[src/rtl/ocg_pkg.sv]
// Shared types and register addresses for the output-compare channel.
// Assumes a 2-bit word address space on the register bus.
package ocg_pkg;
    typedef enum logic [1:0] {
        ACT_OFF    = 2'b00,
        ACT_TOGGLE = 2'b01,
        ACT_LOW    = 2'b10,
        ACT_HIGH   = 2'b11
    } pin_act_e;

    localparam logic [1:0] REG_CMP  = 2'd0;
    localparam logic [1:0] REG_CTRL = 2'd1;
    localparam logic [1:0] REG_FLAG = 2'd2;

    localparam int CTRL_W    = 5;
    localparam int BIT_MODE  = 0;
    localparam int BIT_IE    = 3;
    localparam int BIT_QACK  = 4;
endpackage

[src/rtl/ocg_match.sv]
// Hit detector: flags the cycle in which the counter strobes onto the
// compare value. Assumes cnt_value is stable with the strobe.
module ocg_match #(
    parameter int W = 16
) (
    input  logic         clk,
    input  logic         rst_n,
    input  logic         cnt_tick,
    input  logic [W-1:0] cnt_value,
    input  logic [W-1:0] cmp_val,
    input  logic         cmp_mode,
    output logic         hit
);
    // Purpose: qualify equality with the counter strobe and compare mode.
    always_comb begin
        hit = cnt_tick && cmp_mode && (cnt_value == cmp_val);
    end

    // no hit while the channel is not in compare mode
    a_r2_no_hit_capture: assert property (@(posedge clk) disable iff (!rst_n)
        !cmp_mode |-> !hit);
    // a hit needs the counter strobe
    a_r5_tick_only: assert property (@(posedge clk) disable iff (!rst_n)
        !cnt_tick |-> !hit);
endmodule

[src/rtl/ocg_pin.sv]
// Pin driver: applies the selected action on each hit and holds the pin
// otherwise. Assumes hit is a single-cycle pulse.
module ocg_pin
    import ocg_pkg::*;
(
    input  logic     clk,
    input  logic     rst_n,
    input  logic     hit,
    input  pin_act_e act,
    output logic     pin
);
    // Purpose: update the pin register from the action on a hit.
    always_ff @(posedge clk) begin
        if (!rst_n) begin
            pin <= 1'b0;
        end else if (hit) begin
            case (act)
                ACT_HIGH:   pin <= 1'b1;
                ACT_LOW:    pin <= 1'b0;
                ACT_TOGGLE: pin <= ~pin;
                default:    pin <= pin;
            endcase
        end
    end

    // high action
    a_r3_high: assert property (@(posedge clk) disable iff (!rst_n)
        (hit && act == ACT_HIGH) |=> pin);
    // low action
    a_r3_low: assert property (@(posedge clk) disable iff (!rst_n)
        (hit && act == ACT_LOW) |=> !pin);
    // invert action
    a_r3_toggle: assert property (@(posedge clk) disable iff (!rst_n)
        (hit && act == ACT_TOGGLE) |=> pin != $past(pin));
    // off action and idle cycles keep the pin
    a_r7_hold: assert property (@(posedge clk) disable iff (!rst_n)
        (!hit || act == ACT_OFF) |=> $stable(pin));
endmodule

[src/rtl/ocg_regs.sv]
// Register file: compare value, control bits and the hit flag, plus the
// read mux. Assumes the hit pulse comes from ocg_match in the same cycle.
module ocg_regs
    import ocg_pkg::*;
#(
    parameter int W = 16
) (
    input  logic         clk,
    input  logic         rst_n,
    input  logic         wr_en,
    input  logic [1:0]   wr_addr,
    input  logic [W-1:0] wr_data,
    input  logic [1:0]   rd_addr,
    input  logic         hit,
    output logic [W-1:0] cmp_val,
    output logic         cmp_mode,
    output pin_act_e     act,
    output logic         flag,
    output logic         irq,
    output logic [W-1:0] rd_data
);
    logic [CTRL_W-1:0] ctrl;
    logic              wr_cmp;
    logic              wr_flag1;
    logic              ie;
    logic              qack;

    assign wr_cmp   = wr_en && (wr_addr == REG_CMP);
    assign wr_flag1 = wr_en && (wr_addr == REG_FLAG) && wr_data[0];
    assign ie       = ctrl[BIT_IE];
    assign qack     = ctrl[BIT_QACK];
    assign cmp_mode = ctrl[BIT_MODE];
    assign act      = pin_act_e'(ctrl[2:1]);
    assign irq      = flag && ie;

    // Purpose: hold the compare value written by software.
    always_ff @(posedge clk) begin
        if (!rst_n)      cmp_val <= '0;
        else if (wr_cmp) cmp_val <= wr_data;
    end

    // Purpose: hold the control bits.
    always_ff @(posedge clk) begin
        if (!rst_n)                               ctrl <= '0;
        else if (wr_en && wr_addr == REG_CTRL)    ctrl <= wr_data[CTRL_W-1:0];
    end

    // Purpose: set the flag on a hit, clear it by write-one or quick acknowledge.
    always_ff @(posedge clk) begin
        if (!rst_n)                          flag <= 1'b0;
        else if (hit)                        flag <= 1'b1;
        else if (wr_flag1 || (wr_cmp && qack)) flag <= 1'b0;
    end

    // Purpose: select the register shown on the read port.
    always_comb begin
        case (rd_addr)
            REG_CMP:  rd_data = cmp_val;
            REG_CTRL: rd_data = {{(W-CTRL_W){1'b0}}, ctrl};
            REG_FLAG: rd_data = {{(W-1){1'b0}}, flag};
            default:  rd_data = '0;
        endcase
    end

    // a hit always leaves the flag set
    a_r11_hit_wins: assert property (@(posedge clk) disable iff (!rst_n)
        hit |=> flag);
    // quick acknowledge clears on compare write
    a_r10_qack: assert property (@(posedge clk) disable iff (!rst_n)
        (wr_cmp && qack && !hit) |=> !flag);
    // without a clearing write the flag stays set
    a_r9_sticky: assert property (@(posedge clk) disable iff (!rst_n)
        (flag && !wr_flag1 && !(wr_cmp && qack)) |=> flag);
    // no interrupt while disabled
    a_r8_gate: assert property (@(posedge clk) disable iff (!rst_n)
        !ie |-> !irq);
endmodule

[src/rtl/ocpin_channel.sv]
// Top of one output-compare channel: register file, hit detector and pin
// driver. Assumes the shared counter and its prescaler live outside.
module ocpin_channel #(
    parameter int CNT_W = 16
) (
    input  logic             clk,
    input  logic             rst_n,
    input  logic             cnt_tick,
    input  logic [CNT_W-1:0] cnt_value,
    input  logic             wr_en,
    input  logic [1:0]       wr_addr,
    input  logic [CNT_W-1:0] wr_data,
    input  logic [1:0]       rd_addr,
    output logic [CNT_W-1:0] rd_data,
    output logic             pin_out,
    output logic             flag_out,
    output logic             irq
);
    import ocg_pkg::*;

    logic [CNT_W-1:0] cmp_val;
    logic             cmp_mode;
    pin_act_e         act;
    logic             hit;

    ocg_regs #(.W(CNT_W)) u_regs (
        .clk(clk), .rst_n(rst_n), .wr_en(wr_en), .wr_addr(wr_addr),
        .wr_data(wr_data), .rd_addr(rd_addr), .hit(hit), .cmp_val(cmp_val),
        .cmp_mode(cmp_mode), .act(act), .flag(flag_out), .irq(irq),
        .rd_data(rd_data)
    );

    ocg_match #(.W(CNT_W)) u_match (
        .clk(clk), .rst_n(rst_n), .cnt_tick(cnt_tick), .cnt_value(cnt_value),
        .cmp_val(cmp_val), .cmp_mode(cmp_mode), .hit(hit)
    );

    ocg_pin u_pin (
        .clk(clk), .rst_n(rst_n), .hit(hit), .act(act), .pin(pin_out)
    );

    // everything quiet in the cycle after reset
    a_r1_reset: assert property (@(posedge clk)
        !rst_n |=> (!pin_out && !flag_out && !irq));
    // flag rises only after a hit
    a_r4_rise_cause: assert property (@(posedge clk) disable iff (!rst_n)
        $rose(flag_out) |-> $past(hit));
endmodule

[config.mk]
export PLATFORM = sky130hd
export DESIGN_NAME = ocpin_channel
export DESIGN_NICKNAME = d
export VERILOG_FILES = /design/src/rtl/ocg_pkg.sv /design/src/rtl/ocg_match.sv /design/src/rtl/ocg_pin.sv /design/src/rtl/ocg_regs.sv /design/src/rtl/ocpin_channel.sv
export SDC_FILE = /design/constraint.sdc
export NUM_CORES = 1
export LEC_CHECK = 0
export ABC_AREA = 1
export CELL_PAD_IN_SITES_DETAIL_PLACEMENT = 0
export CELL_PAD_IN_SITES_GLOBAL_PLACEMENT = 2
export CORE_MARGIN = 2
export CORE_UTILIZATION = 21
export CTS_BUF_LIST = sky130_fd_sc_hd__clkbuf_4 sky130_fd_sc_hd__clkbuf_8
export DETAILED_ROUTE_END_ITERATION = 10
export GPL_ROUTABILITY_DRIVEN = 0
export HOLD_SLACK_MARGIN = 0.12
export MAX_ROUTING_LAYER = met4
export PLACE_DENSITY = 0.89
export SKIP_CTS_REPAIR_TIMING = 1
export SLEW_MARGIN = 40
export SYNTH_ARGS = -nofsm -noshare
export SYNTH_HDL_FRONTEND = slang
export SYNTH_HIERARCHICAL = 1
export SYNTH_SLANG_ARGS = --single-unit
[constraint.sdc]
create_clock -name clk -period 1.5 [get_ports clk]
set_input_delay 0.225 -clock clk [delete_from_list [all_inputs] [get_ports clk]]
set_output_delay 0.225 -clock clk [all_outputs]
set_load 0.03 [all_outputs]
# [After elaboration in Yosys (flattened, before gate mapping)]
# Cells that the tools add are included.
[op_classes] n_shift=0 n_reduce_logical=14 muxes=4 multipliers=0 n_bitwise=1 n_eq_ne=8 div_mod_pow=0 addsub=0 magnitude_cmp=0
[ops] op="one-hot mux 16 bit (3 select lines)" n=1
[ops] op="== test 16 bit" n=1
[ops] op="== test 2 bit, second input constant" n=4
[ops] op="logical AND 1 bit" n=8
[ops] op="== test 2 x 1 -> 1 bit, second input constant" n=3
[ops] op="zero test 2 bit" n=2
[ops] op="one-hot mux 1 bit (3 select lines)" n=1
[ops] op="nonzero test 3 bit" n=1
[ops] op="2-to-1 mux 1 bit" n=2
[ops] op="AND reduction 2 bit" n=1
[ops] op="nonzero test 2 bit" n=1
[ops] op="logical OR 1 bit" n=1
[ops] op="NOT 1 bit" n=1
[word_totals] ff_bits=23 romBits=0 n_memories=0 mem_bits_rw=0 in_bits=40 latchBits=0

# [Depth between registers and ports, before layout]
[logic_depth] depth_word=6 depth_mapped=13 depth_no_buf=13

# [Hierarchy]
# The synthesis kept the hierarchy.
[by_module_without_submodules] module="ocg_regs" instances=1 area_per_inst_um2=987.2 cells_per_inst=142 seq_area_each_um2=440.4
[by_module_without_submodules] module="ocg_match" instances=1 area_per_inst_um2=271.5 cells_per_inst=60 seq_area_each_um2=0.0
[by_module_without_submodules] module="ocg_pin" instances=1 area_per_inst_um2=48.8 cells_per_inst=8 seq_area_each_um2=20.0

# [Least setup slack after synthesis]
# OpenSTA, ideal clock, no wires.
[synth_timing] path_kind="input port to output port" from="in rd_addr[0]" to="out rd_data[1]" arrival_ps=1185 path_stages=3 path_slack_ps=90 path_buffers=0 path_cell_list="inv_1 > or2_1 > o21ai_0"
[synth_via] elab_chain_len=2 elab_cells_between_ends=4
[synth_rtl] item="from (decl)" line="ocpin_channel.sv:13" source="input logic [1:0] rd_addr,"
[synth_rtl] item="== test 2 bit, or another cell as far along" line="ocg_regs.sv:57" source="case (rd_addr)"
[synth_rtl] item="one-hot mux 16 bit (3 select lines) *" line="ocg_regs.sv:57"
[synth_rtl] item="to (decl)" line="ocpin_channel.sv:14" source="output logic [CNT_W-1:0] rd_data,"
# Mark *: on every way between the ends. The rest lies on a longest branch, timed or not.

# [Final worst setup path]
[layout_timing] from="in cnt_value[3]" to="reg u_pin.pin"
[layout_via] elab_chain_len=3
[layout_rtl] item="from (decl)" line="ocpin_channel.sv:9" source="input logic [CNT_W-1:0] cnt_value,"
[layout_rtl] item="== test 16 bit" line="ocg_match.sv:16" source="hit = cnt_tick && cmp_mode && (cnt_value == cmp_val);"
[layout_rtl] item="logical AND 1 bit" line="ocg_match.sv:16"
[layout_rtl] item="named net hit" line="ocpin_channel.sv:24" source="logic hit;"
[layout_rtl] item="AND reduction 2 bit (no source line)"
[layout_rtl] item="to (signal assigned)" line="ocg_pin.sv:20" source="ACT_TOGGLE: pin <= ~pin;"
[layout_rtl] item="to (signal assigned)" line="ocg_pin.sv:21" source="default: pin <= pin;"
[layout_rtl] item="to (decl)" line="ocg_pin.sv:10" source="output logic pin"
# The timed path passes the listed nets, and every way through them passes these cells.
# A chain may end at the register's enable or synchronous reset.

==> impl_metrics.ini <==
[worst_setup_path]
critPathBufInv = 3
path_delay_family = simple AND/OR/NAND/NOR gates
cpMostUsedCell = nand2_1
reg2reg_to = u_pin/pin$_SDFFE_PN0P_
r2r_cells = 13
crit_path_end = u_pin/pin$_SDFFE_PN0P_
critPathKind = in -> reg
cp.arrival_ps = 1580
crit_start = cnt_value[3]
slowest_delay_ps = 460
slowest_stage = clkdlybuf4s50_1
cp-start-kind = input pin
crit_path_cell_trace = clkdlybuf4s50_1 -> inv_1 -> nand2_1 -> nand2_1 -> inv_1 -> nand2_1 -> nor2_2 -> nand3_1 -> nor2_2 -> nand2_1 -> nand2_1 -> nand2_1 -> nand2_1 -> nor2_2
crit_path_end_kind = flip-flop
cp.depth = 14
r2r_start = u_regs/cmp_val[13]$_SDFFE_PN0P_
crit_fanout = 3
crit_required_ps = 1670
worst-r2r-setup-slack_ps = 150

[layout]
fin_util_pct = 35.90
insertedDiodeCount = 0
mostFrequentLayoutCells = inv_1, clkdlybuf4s50_1, nand2_1
layout.nets = 318
area_delta_synth_final_pct = 63.54
layout_commonest_cell = inv_1
drive_gt1_share_pct = 19.49

[clock_tree]
cts_root_buf = clkbuf_8
htreeDepth = 1
cts_sinks = 23
clk_path_buf_depth = 2
clk_latency_ps = 260
numCtsBuffers = 3
tritoncts = yes
clkTransAtPathRegs_ps = 80

[detailed_routing]
vias = 1426
drcViolationCount = 0
drt_first_pass_iters = 4
ant_nets = 0
drt_iter0_drc = 57
routed_via_density = 4.051
routed_wl_mm = 4.005
detail_route.wl_per_cell_um = 11.38

[synthesis]
syn_inst = 210
syn_nets = 250
ys_seq_area_share_pct = 35.22
synth.area.top_cells = dfxtp_1, nor2_1, inv_1
synth_area_leader_cell = dfxtp_1
syn_area_per_cell_um2 = 6.226
synth_seq_cells = 23
synthDistinctLibCells = 23
yosysWarnings = 6
netlist_area_um2 = 1308
synth_top_area_share_pct = 35.22

[sta]
hold_slack_ps = 487.6
relSlewSlack_pct = 78.78
fmax_mhz = 705.9
hold_viol_final = 0
rsz0062_at_grt = false
layout_min_cycle_time_ps = 1417
drv_slew = 0
tightest_slew_ps = 317.8
setup_viol = 0
finClkSkew_ps = 3.785
finalCritPeriodShare_pct = 94.45
fin_ws_ps = 83.28

[floorplanning]
initial_core_util_pct = 21.95
die_x_um = 82.91
num_io_pins = 59
die_y_um = 82.91
num_rows = 28
core_area_um2 = 5956
dieArea_um2 = 6873

[global_routing]
grt_pass1_wl_mm = 6.354
antenna_found_initial = 0
gr-total-overflow = 0
grt_use_total_pct = 11.54
grt_start_max_net_pins = 26
grt_pass1_vias = 1362

[placed_design]
preCtsSetupSlack_ps = -215.0
port_buffers = 58
dp_hpwl_mm = 3.088

[power]
power_density_nw_per_um2 = 663.6
ir_drop_mv = 0.3701
total_power_mw = 1.419
p_leak_nw = 0.9753

[run_status]
status = finished, final reports clean

[job]
cap_violations = 0

[min_path]
hold_class = reg -> reg
-- layout make-up --
type	count	area (um^2)
multi-input combinational	138	686.9
timing repair inverter	1	7.507
fill	654	3817
sequential	23	461.7
clock buffer	4	48.80
inverter	42	161.4
tap	75	93.84
timing repair buffer	69	678.2
-- power breakdown --
part	switching [mW]	internal, mW	leakage [nW]
clock	0.199	0.208	0.0262
sequential	0.0234	0.640	0.188
combinational	0.165	0.183	0.761
total	0.388	1.03	0.975
-- flip-flops by register name (all words and copies together), names as in the netlist --
| name | cells |
|---|---|
| u_pin/pin | 1 |
| u_regs/cmp_val | 16 |
| u_regs/ctrl | 5 |
| u_regs/flag | 1 |
-- per-stage QoR --
stage | TNS (ps) | area (um^2) | cells
after detailed placement | -2728 | 1959 | 345
after global routing | 0 | 2138 | 352
final | 0 | 2138 | 352
after CTS | -2707 | 2008 | 349
after global placement | -2882 | 1959 | 345
after floorplan | 0 | 1308 | 210
-- worst register-to-register path, delay by kind of cell (launching register included) --
| family | cells | cell delay [ps] |
|---|---|---|
| flops | 1 | 330 |
| buf+inv | 2 | 110 |
| simple gates | 11 | 820 |
-- worst min-delay path by stage --
stage	cells after the start	endpoint	start	slack, ps
5_1_grt	2	u_regs/cmp_val[13]$_SDFFE_PN0P_	u_regs/cmp_val[13]$_SDFFE_PN0P_	520
6_report	2	u_regs/cmp_val[11]$_SDFFE_PN0P_	u_regs/cmp_val[11]$_SDFFE_PN0P_	490
3_5_place_dp	2	u_regs/cmp_val[13]$_SDFFE_PN0P_	u_regs/cmp_val[13]$_SDFFE_PN0P_	460
2_1_floorplan	2	u_pin/pin$_SDFFE_PN0P_	rst_n	360
3_3_place_gp	2	u_regs/cmp_val[13]$_SDFFE_PN0P_	u_regs/cmp_val[13]$_SDFFE_PN0P_	460
4_1_cts	2	u_regs/cmp_val[13]$_SDFFE_PN0P_	u_regs/cmp_val[13]$_SDFFE_PN0P_	470
-- metal layers --
layer / wire [um] / share of wire [%] / GRT usage, % / vias up
met5: 0 / 0 / - / -
li1: - / - / - / 773
met2: 1787 / 45 / 17.74 / 29
met4: 31 / 0.77 / 3.279 / 0
met3: 182 / 4.5 / 2.485 / 4
met1: 2004 / 50 / 15.28 / 620
-- cell families after synthesis --
| family | count (synthesis) | share of synthesized area (%) |
|---|---|---|
| buffers and inverters | 49 | 15.88 |
| flip-flops | 23 | 35.22 |
| AND/OR/NAND/NOR | 89 | 27.75 |
| XOR/XNOR | 6 | 4.019 |
| AO/OA/AOI/OAI | 43 | 17.13 |
-- synth_stat cells (all sizes together) --
cell	n
xnor2	4
a21oi	13
xor2	2
o211ai	1
nor2	45
inv	42
or2	1
o22ai	2
nand3	5
buf	6
clkbuf	1
o21ai	27
nand2	38
dfxtp	23
Note: power is estimated with default switching activity, not from simulation.
